$ cat config.mk
export PLATFORM = sky130hd
export DESIGN_NAME = match_timer
export DESIGN_NICKNAME = d
export VERILOG_FILES = /design/src/rtl/mt_pkg.sv /design/src/rtl/mt_prescaler.sv /design/src/rtl/mt_counter.sv /design/src/rtl/mt_regs.sv /design/src/rtl/match_timer.sv
export SDC_FILE = /design/constraint.sdc
export NUM_CORES = 1
export LEC_CHECK = 0
export BUFFER_PORTS_ARGS = -buffer_cell sky130_fd_sc_hd__buf_2
export CELL_PAD_IN_SITES_DETAIL_PLACEMENT = 1
export CELL_PAD_IN_SITES_GLOBAL_PLACEMENT = 1
export CORE_ASPECT_RATIO = 0.8
export CORE_MARGIN = 5
export CORE_UTILIZATION = 44
export CTS_BUF_LIST = sky130_fd_sc_hd__clkbuf_8
export CTS_CLUSTER_SIZE = 30
export DETAILED_ROUTE_END_ITERATION = 7
export GPL_TIMING_DRIVEN = 0
export PLACE_DENSITY_LB_ADDON = 0.1
export SLEW_MARGIN = 20
export SYNTH_ARGS = -nofsm -noshare
export SYNTH_HDL_FRONTEND = slang
export SYNTH_SLANG_ARGS = --single-unit
$ cat constraint.sdc
create_clock -name clk -period 2.9 [get_ports clk]
set_input_delay 0.58 -clock clk [delete_from_list [all_inputs] [get_ports clk]]
set_output_delay 0.58 -clock clk [all_outputs]
set_load 0.01 [all_outputs]
$ cat src/rtl/mt_pkg.sv
package mt_pkg;
  // byte offsets of the fixed registers
  localparam int unsigned MODE_OFS = 0;
  localparam int unsigned IEN_OFS  = 1;
  localparam int unsigned FLAG_OFS = 2;
  localparam int unsigned LIM_OFS  = 4;

  typedef struct packed {
    logic single;
    logic repeat_on;
  } mode_t;

  // single-run wins when both bits are written
  function automatic mode_t mode_decode(input logic [1:0] bits);
    mode_t m;
    m.single    = bits[1];
    m.repeat_on = bits[0] & ~bits[1];
    return m;
  endfunction
endpackage

$ cat src/rtl/mt_prescaler.sv
module mt_prescaler #(
  parameter int DIV_W = 8
) (
  input  logic             clk,
  input  logic             rst_n,
  input  logic             run_i,
  input  logic             restart_i,
  input  logic [DIV_W-1:0] div_i,
  output logic             tick_o
);
  logic [DIV_W-1:0] pre_q;

  // a step is due once the phase has reached the divide value
  function automatic logic step_due(input logic [DIV_W-1:0] ph, input logic [DIV_W-1:0] dv);
    return ph >= dv;
  endfunction

  assign tick_o = run_i && step_due(pre_q, div_i);

  always_ff @(posedge clk or negedge rst_n) begin
    if (!rst_n)          pre_q <= '0;
    else if (restart_i)  pre_q <= '0;
    else if (run_i)      pre_q <= tick_o ? '0 : pre_q + 1'b1;
  end


  presc_phase_chk: assert property (@(posedge clk) disable iff (!rst_n)
    (run_i && !tick_o && !restart_i) |=> (pre_q == $past(pre_q) + 1'b1));
endmodule

$ cat src/rtl/mt_counter.sv
module mt_counter #(
  parameter int CNT_W = 32
) (
  input  logic             clk,
  input  logic             rst_n,
  input  logic             restart_i,
  input  logic             run_i,
  input  logic             repeat_i,
  input  logic             tick_i,
  input  logic [CNT_W-1:0] lim_i,
  output logic [CNT_W-1:0] cnt_o,
  output logic             hit_o
);
  logic [CNT_W-1:0] cnt_q;

  function automatic logic [CNT_W-1:0] next_count(input logic [CNT_W-1:0] c,
                                                  input logic at_lim, input logic wrap);
    if (!at_lim) return c + 1'b1;
    return wrap ? '0 : c;
  endfunction

  assign hit_o = tick_i && (cnt_q == lim_i);
  assign cnt_o = cnt_q;

  always_ff @(posedge clk or negedge rst_n) begin
    if (!rst_n)         cnt_q <= '0;
    else if (restart_i) cnt_q <= '0;
    else if (tick_i)    cnt_q <= next_count(cnt_q, cnt_q == lim_i, repeat_i);
  end


  wrap_zero_chk: assert property (@(posedge clk) disable iff (!rst_n)
    (hit_o && repeat_i && !restart_i) |=> (cnt_q == '0));

  idle_hold_chk: assert property (@(posedge clk) disable iff (!rst_n)
    (!run_i && !restart_i) |=> $stable(cnt_q));
endmodule

$ cat src/rtl/mt_regs.sv
module mt_regs
  import mt_pkg::*;
#(
  parameter int CNT_W  = 32,
  parameter int DIV_W  = 8,
  parameter int ADDR_W = 4
) (
  input  logic              clk,
  input  logic              rst_n,
  input  logic              wr_i,
  input  logic              rd_i,
  input  logic [ADDR_W-1:0] addr_i,
  input  logic [7:0]        wdata_i,
  output logic [7:0]        rdata_o,
  input  logic [CNT_W-1:0]  cnt_i,
  input  logic              hit_i,
  output logic              single_o,
  output logic              repeat_o,
  output logic              start_o,
  output logic [DIV_W-1:0]  div_o,
  output logic [CNT_W-1:0]  lim_o,
  output logic              flag_o,
  output logic              ien_o
);
  localparam int NB       = CNT_W / 8;
  localparam int CAP_OFS  = LIM_OFS + NB;
  localparam int DIV_OFS  = CAP_OFS + NB;

  mode_t            mode_q;
  logic             ien_q, flag_q;
  logic [DIV_W-1:0] div_q;
  logic [CNT_W-1:0] lim_q;
  logic [CNT_W-9:0] shadow_q;

  logic wr_mode, wr_flag, flag_w1c, lim_change, snap, clr_evt;

  function automatic logic at_ofs(input logic [ADDR_W-1:0] a, input int unsigned ofs);
    return a == ADDR_W'(ofs);
  endfunction

  assign wr_mode  = wr_i && at_ofs(addr_i, MODE_OFS);
  assign wr_flag  = wr_i && at_ofs(addr_i, FLAG_OFS);
  assign start_o  = wr_mode && (wdata_i[1] || wdata_i[0]);
  assign flag_w1c = wr_flag && wdata_i[0];
  assign snap     = rd_i && at_ofs(addr_i, CAP_OFS);
  assign clr_evt  = flag_w1c || start_o || lim_change;

  always_comb begin
    lim_change = 1'b0;
    for (int i = 0; i < NB; i++)
      if (wr_i && at_ofs(addr_i, LIM_OFS + i) && (lim_q[8*i +: 8] != wdata_i))
        lim_change = 1'b1;
  end

  always_ff @(posedge clk or negedge rst_n) begin
    if (!rst_n) begin
      mode_q   <= '0;
      ien_q    <= 1'b0;
      flag_q   <= 1'b0;
      div_q    <= '0;
      lim_q    <= '1;
      shadow_q <= '0;
    end else begin
      if (wr_mode)                    mode_q <= mode_decode(wdata_i[1:0]);
      else if (hit_i && mode_q.single) mode_q.single <= 1'b0;
      if (wr_i && at_ofs(addr_i, IEN_OFS)) ien_q <= wdata_i[0];
      if (hit_i)        flag_q <= 1'b1;
      else if (clr_evt) flag_q <= 1'b0;
      if (wr_i && at_ofs(addr_i, DIV_OFS)) div_q <= wdata_i[DIV_W-1:0];
      for (int i = 0; i < NB; i++)
        if (wr_i && at_ofs(addr_i, LIM_OFS + i)) lim_q[8*i +: 8] <= wdata_i;
      if (snap) shadow_q <= cnt_i[CNT_W-1:8];
    end
  end

  always_comb begin
    rdata_o = 8'h00;
    if (rd_i) begin
      if (at_ofs(addr_i, MODE_OFS)) rdata_o = {6'b0, mode_q.single, mode_q.repeat_on};
      if (at_ofs(addr_i, IEN_OFS))  rdata_o = {7'b0, ien_q};
      if (at_ofs(addr_i, FLAG_OFS)) rdata_o = {7'b0, flag_q};
      if (at_ofs(addr_i, DIV_OFS))  rdata_o = 8'(div_q);
      if (at_ofs(addr_i, CAP_OFS))  rdata_o = cnt_i[7:0];
      for (int i = 0; i < NB; i++)
        if (at_ofs(addr_i, LIM_OFS + i)) rdata_o = lim_q[8*i +: 8];
      for (int i = 1; i < NB; i++)
        if (at_ofs(addr_i, CAP_OFS + i)) rdata_o = shadow_q[8*(i-1) +: 8];
    end
  end

  assign single_o = mode_q.single;
  assign repeat_o = mode_q.repeat_on;
  assign div_o    = div_q;
  assign lim_o    = lim_q;
  assign flag_o   = flag_q;
  assign ien_o    = ien_q;


  mode_excl_chk: assert property (@(posedge clk) disable iff (!rst_n)
    !(mode_q.single && mode_q.repeat_on));

  single_stop_chk: assert property (@(posedge clk) disable iff (!rst_n)
    (hit_i && mode_q.single && !wr_mode) |=> !mode_q.single);

  hit_flag_chk: assert property (@(posedge clk) disable iff (!rst_n)
    hit_i |=> flag_q);

  snap_chk: assert property (@(posedge clk) disable iff (!rst_n)
    snap |=> (shadow_q == $past(cnt_i[CNT_W-1:8])));
endmodule

$ cat src/rtl/match_timer.sv
module match_timer #(
  parameter int CNT_W  = 32,
  parameter int DIV_W  = 8,
  parameter int ADDR_W = 4
) (
  input  logic              clk,
  input  logic              rst_n,
  input  logic              reg_wr,
  input  logic              reg_rd,
  input  logic [ADDR_W-1:0] reg_addr,
  input  logic [7:0]        reg_wdata,
  output logic [7:0]        reg_rdata,
  output logic              irq
);
  logic             single, repeat_on, run, start, tick, hit, flag, ien;
  logic [DIV_W-1:0] div;
  logic [CNT_W-1:0] lim, cnt;

  assign run = single | repeat_on;

  mt_regs #(.CNT_W(CNT_W), .DIV_W(DIV_W), .ADDR_W(ADDR_W)) u_regs (
    .clk(clk), .rst_n(rst_n), .wr_i(reg_wr), .rd_i(reg_rd), .addr_i(reg_addr),
    .wdata_i(reg_wdata), .rdata_o(reg_rdata), .cnt_i(cnt), .hit_i(hit),
    .single_o(single), .repeat_o(repeat_on), .start_o(start), .div_o(div),
    .lim_o(lim), .flag_o(flag), .ien_o(ien)
  );

  mt_prescaler #(.DIV_W(DIV_W)) u_pre (
    .clk(clk), .rst_n(rst_n), .run_i(run), .restart_i(start), .div_i(div), .tick_o(tick)
  );

  mt_counter #(.CNT_W(CNT_W)) u_cnt (
    .clk(clk), .rst_n(rst_n), .restart_i(start), .run_i(run), .repeat_i(repeat_on),
    .tick_i(tick), .lim_i(lim), .cnt_o(cnt), .hit_o(hit)
  );

  assign irq = flag & ien;


  start_zero_chk: assert property (@(posedge clk) disable iff (!rst_n)
    start |=> (cnt == '0));

  irq_mask_chk: assert property (@(posedge clk) disable iff (!rst_n)
    (!ien |-> !irq) and (irq |-> flag));
endmodule

After elaboration in Yosys (flattened, before gate mapping). Cells that the tools add are included. W data, S select, Z words.

Input bits: 16. Flip-flop bits (word level): 108. Word-level logic and storage cells: 95. Output and inout port bits: 9.

Bitwise gates (word level): 4. Reduce and logical (&&, ||, !) cells: 28. Order comparisons: 1. $add $sub $neg: 2. Mux-type cells: 32. Equal/unequal tests: 16.

Operators with widths (number): $mux W32 (5); $mux W8 (13); $add A32 B1 Y32 const B (1); $eq A32 B32 Y1 (1); $ne A8 B8 Y1 (4); $eq A4 B4 Y1 const B (5); $logic_and A1 B1 Y1 (18); $eq A4 B3 Y1 const B (4); $mux W1 (11); $add A8 B1 Y8 const B (1); $ge A8 B8 Y1 (1); $reduce_bool A2 Y1 (4); $mux W2 (3); $eq A4 B1 Y1 const B (1); $eq A4 B2 Y1 const B (1); $logic_not A4 Y1 (1); $logic_or A1 B1 Y1 (3); $reduce_bool A3 Y1 (1); $and A1 B1 Y1 (2); $reduce_and A2 Y1 (1); $not A1 Y1 (1); $or A1 B1 Y1 (1).

Logic depth before layout (Yosys ltp).
Word-level depth: 14. Depth in mapped cells: 12. Depth with buffers taken out: 9.

By module. Synthesis repeated with hierarchy kept, for this count alone.

Cells, all modules: 705. Area, all modules: 6896.6 µm².

Modules (own cells, without submodules): mt_regs (seq. area each 1741.7 µm², instances 1, cells each 358, area an instance 3838.7 µm²); mt_counter (seq. area each 800.8 µm², instances 1, cells each 266, area an instance 2371.0 µm²); mt_prescaler (seq. area each 200.2 µm², instances 1, cells each 79, area an instance 674.4 µm²); match_timer (seq. area each 0.0 µm², instances 1, cells each 2, area an instance 12.5 µm²).

Worst setup path before layout. No wires, ideal clock.

Kind: in2out. From: input reg_addr[2]. To: output reg_rdata[2]. Data required time: 2.320 ns. Slack: 0.408 ns. Cell stages on the path: 8. Path buffers: 1. Data arrival time: 1.912 ns. Cell sequence: nor2b_1 > and2_1 > clkbuf_1 > a22oi_1 > o22a_1 > a21oi_1 > nor2_1 > a211oi_1.

Word-level cells in the longest chain between the ends: 11. Elaborated cells between the ends (all ways): 19. Classes of those cells: eq/ne: 9; mux: 10.

Ends and longest elaborated chain: start, declared (line match_timer.sv:10) `input logic [ADDR_W-1:0] reg_addr,`; $eq A4 B4 Y1 (line mt_regs.sv:38) `return a == ADDR_W'(ofs);`; $mux W8 (line mt_regs.sv:82) `if (at_ofs(addr_i, DIV_OFS)) rdata_o = 8'(div_q);`; $mux W8 (line mt_regs.sv:83) `if (at_ofs(addr_i, CAP_OFS)) rdata_o = cnt_i[7:0];`; $mux W8 (4 in a row) (line mt_regs.sv:85) `if (at_ofs(addr_i, LIM_OFS + i)) rdata_o = lim_q[8*i +: 8];`; $mux W8 (2 in a row) (line mt_regs.sv:87) `if (at_ofs(addr_i, CAP_OFS + i)) rdata_o = shadow_q[8*(i-1) +: 8];`; $mux W8 * (line mt_regs.sv:87); $mux W8 * (line mt_regs.sv:78) `if (rd_i) begin`; end, declared (line match_timer.sv:12) `output logic [7:0] reg_rdata,`.

Mark *: on every way between the ends. The rest lies on a longest branch, timed or not.

Worst setup path after layout.
From: input reg_addr[2]. To: output reg_rdata[4].

The elaborated chain is that of the path after synthesis.

==> impl_results.md <==
- CTS Hold Bufs: 0
- First-pass GRT wire length: 33,600 microns
- Gate power share: 0.266
- Routed Antenna Nets: 0
- HP Class: input port to async pin
- Total Power: around 4800 uW
- Endpoints failing setup: 0
- Via-per-instance ratio: 6.09
- Initial Util: 0.451
- PwrDens: around 700 nW/um^2
- Vias: around 5.3k
- Clock latency on the worst-skew pair: 400 ps
- Cell Area, Synth: approximately 6500 sq um
- Main combinational cell family by area after synthesis: simple AND/OR/NAND/NOR gates
- PortBufs: 16
- Syn Area/Cell: 9.80 sq um
- # nets final: slightly above 700
- Sequential fraction of the synthesis area: 0.423
- Largest net degree at the start of global routing: slightly below 80
- Sink Count: between 100 and 150
- Sw power: around 1800 uW
- Clock share of power: 0.205
- Worst Skew: around 11 ps
- Area contributors post-synth: dfrtp_1 (29%), dfstp_2 (13%), mux2_2 (11%)
- Worst slew pin tran: ~900 ps
- Post-synth EDFFs: 0
- CTS tree: done
- Remaining Overflow, GRT: 0
- Post-Synth Simple-Gate Area: 0.162
- Peak supply drop: between 0.0002 and 0.0003 V
- Most frequent cells in the layout: dfrtp_1 (75), mux2_2 (61), nand2_1 (58), o21ai_0 (54), a21oi_1 (37)
- Final worst-path cycle share: 0.982
- Area share of the largest cell type after synthesis: 0.293
- Hpwl dp: 15,700 microns
- CP startpoint kind: input port
- Vias in the first global route: around 6k
- CP required: 2320 ps
- Sw Share: 0.380
- Cell count after synthesis: roughly 660
- WS Path Type: input port to output pin
- Seq pwr share: 0.529
- Flops & latches, synth: 108
- DIE AREA: 17,300 sq um
- Outcome: finished clean
- Critical path endpoint category: output pin
- Int Pwr: between 2000 and 3000 uW
- Crit Path Max Fanout: 10
- Adder-Cell Fraction of Synth Area: 0.0193
- Most common cell after layout, fill and taps aside: dfrtp_1
- DR pass1 iterations: 5
- RSZ-0062 raised after global routing: true
- Peak Freq: 0.351 GHz
- Post-synth ARST share: 1.00
- Mux cell area share after synthesis: 0.122
- Area growth syn-to-layout: 9.24%
- CTS Root Cell: clkbuf_8
- CP max-delay cell: mux2_2
- Initial antenna violation count: 0
- Leak pwr: 0.00284 uW
- Post-CTS setup buffer count: 0
- Routed WL per cell: ~24 microns
- Clock transition at path regs: between 100 and 150 ps
- Ys Warns: 0
- Leading area contributor after synthesis: dfrtp_1
- Routed WL: 21,000 microns
- Max cap viols: 0
- Prevailing post-synth register cell: dfrtp_1
- Largest stage delay, worst path: approximately 350 ps
- Row count: 39
- Compound-Gate Fraction of Synth Area: 0.148
- Synth cell types: 60
- Xor/xnor share of the synthesized area: 0.0891
- IO Count: 25
- WP data arrival: about 2300 ps
- CORE AREA: roughly 14,000 sq um
- DRC Markers: 0
- Final Max Slew Viols: 0
- Die Ht: around 120 microns
- Share of cells above drive strength 1: 0.237
- Headroom to the max-slew limit: 0.401
- Post-Syn Nets: 688
- CP dominant cell by count: buf_2
- CP Cell Sequence: buf_2 -> buf_6 -> mux2_2 -> a22o_1 -> a22oi_1 -> o22a_1 -> a21oi_1 -> nor2_1 -> a211oi_1 -> buf_2
- Gpl congestion: ~0.85
- Final hold violation count: 0
- Maximum clock path buffer count: 2
- Die X: roughly 150 microns
- Post-layout min period: about 2800 ps
- Fill cells: 1,639
- Hold slack: 51.5 ps
- All-Layer GR Usage: 0.249
- # H-tree levels: 3
- 1st-iter DRT viols: roughly 390
- CTS buffer count: 9
[power groups by stage]
stage / Clock, uW / Sequential, uW / Combinational [uW]
detailed placement: 0 / 2560 / 1270
global placement: 0 / 2530 / 1210
global route: 1070 / 2600 / 1450
floorplan: 0 / 2300 / 961
CTS: 1000 / 2530 / 1280
finish: 989 / 2560 / 1290
[kinds of logic after synthesis]
kind of cell / count (synthesis)
muxes: 70
buffers and inverters: 58
and+or+nand+nor: 192
xor gates and xnor gates: 66
adders and majority gates: 10
DFF: 108
AOI/OAI and AO/OA: 158
[cells in the mapped netlist (all sizes together), types with 2 or more instances]
master,number
or4,11
a22o,4
nor2,22
o21ai,55
nor2b,5
xnor2,32
a21oi,37
nand4,13
o21a,3
o211ai,2
o31ai,11
xor2,34
buf,15
nor4,8
o22ai,11
o221ai,2
or3,16
a21o,5
inv,21
mux2i,8
or2,2
nand2b,3
dfrtp,76
dfstp,32
o22a,4
nand3,25
and4,2
mux2,61
a22oi,12
and3,6
nor3b,5
a211oi,5
nand2,59
clkbuf,21
nor3,9
ha,10
and2,5
[metal layers]
layer / share of wire / global-route usage
met3: 0.054 / 0.0467
met2: 0.45 / 0.384
met4: 0.019 / 0.0670
met1: 0.48 / 0.359
met5: 0 / 0
[sequential cells by signal (all words and copies together) (netlist names), 8 cells and up]
signal           flops
u_regs.shadow_q     24
u_regs.div_o         8
u_pre.pre_q          8
u_cnt.cnt_o         32
u_regs.lim_o        32
[repair_timing]
| action | 4_1_cts | 5_1_grt |
|---|---|---|
| setup endpoints to repair | 8 | 38 |
| pin swaps | 0 | 0 |
| resized for setup | 12 | 12 |
[worst paths after layout]
kind / start / end / depth (start not counted) / slack [ps]
max: reg_addr[2] / reg_rdata[4] / 10 / 50
min: rst_n / u_regs.single_o / 1 / 50
max reg2reg: u_pre.pre_q[5] / u_cnt.cnt_o[5] / 11 / 220
min reg2reg: u_regs.shadow_q[23] / u_regs.shadow_q[23] / 1 / 510
max in group asynchronous: rst_n / u_cnt.cnt_o[2] / 2 / 2110
min in group clk: u_regs.shadow_q[23] / u_regs.shadow_q[23] / 1 / 510
[cell type report]
class	instances	area [sq um]	share of cell area
Clock inverter	7	75.1	0.0106
Antenna cell	1	2.50	0.000353
Timing Repair Buffer	17	114	0.0161
Multi-Input combinational cell	496	3540	0.499
Inverter	22	82.6	0.0117
Clock buffer	9	124	0.0175
Tap cell	184	230	0.0325
Buffer	34	178	0.0251
Sequential cell	108	2740	0.387
[critical path: cells and delay by family]
kind                   cells  cell delay [ps]
AO/OA/AOI/OAI              5              740
buffers and inverters      3              490
multiplexers               1              350
AND/OR/NAND/NOR            1              110
[stage by stage]
| stage | util | instances | TNS (ps) | area (sq um) | worst slack, ps |
|---|---|---|---|---|---|
| 2_1_floorplan | - | 662 | 0 | 6490 | 408 |
| 3_5_place_dp | 0.475 | 863 | -1420 | 6830 | -289 |
| 5_1_grt | 0.492 | 877 | -35.4 | 7090 | -25.4 |
| 3_3_place_gp | 0.472 | 862 | -7260 | 6800 | -252 |
| 6_report | 0.492 | 878 | 0 | 7090 | 51.9 |
| 4_1_cts | 0.490 | 878 | 0 | 7050 | 8.65 |
No activity file was read; power rests on OpenSTA's default activity.
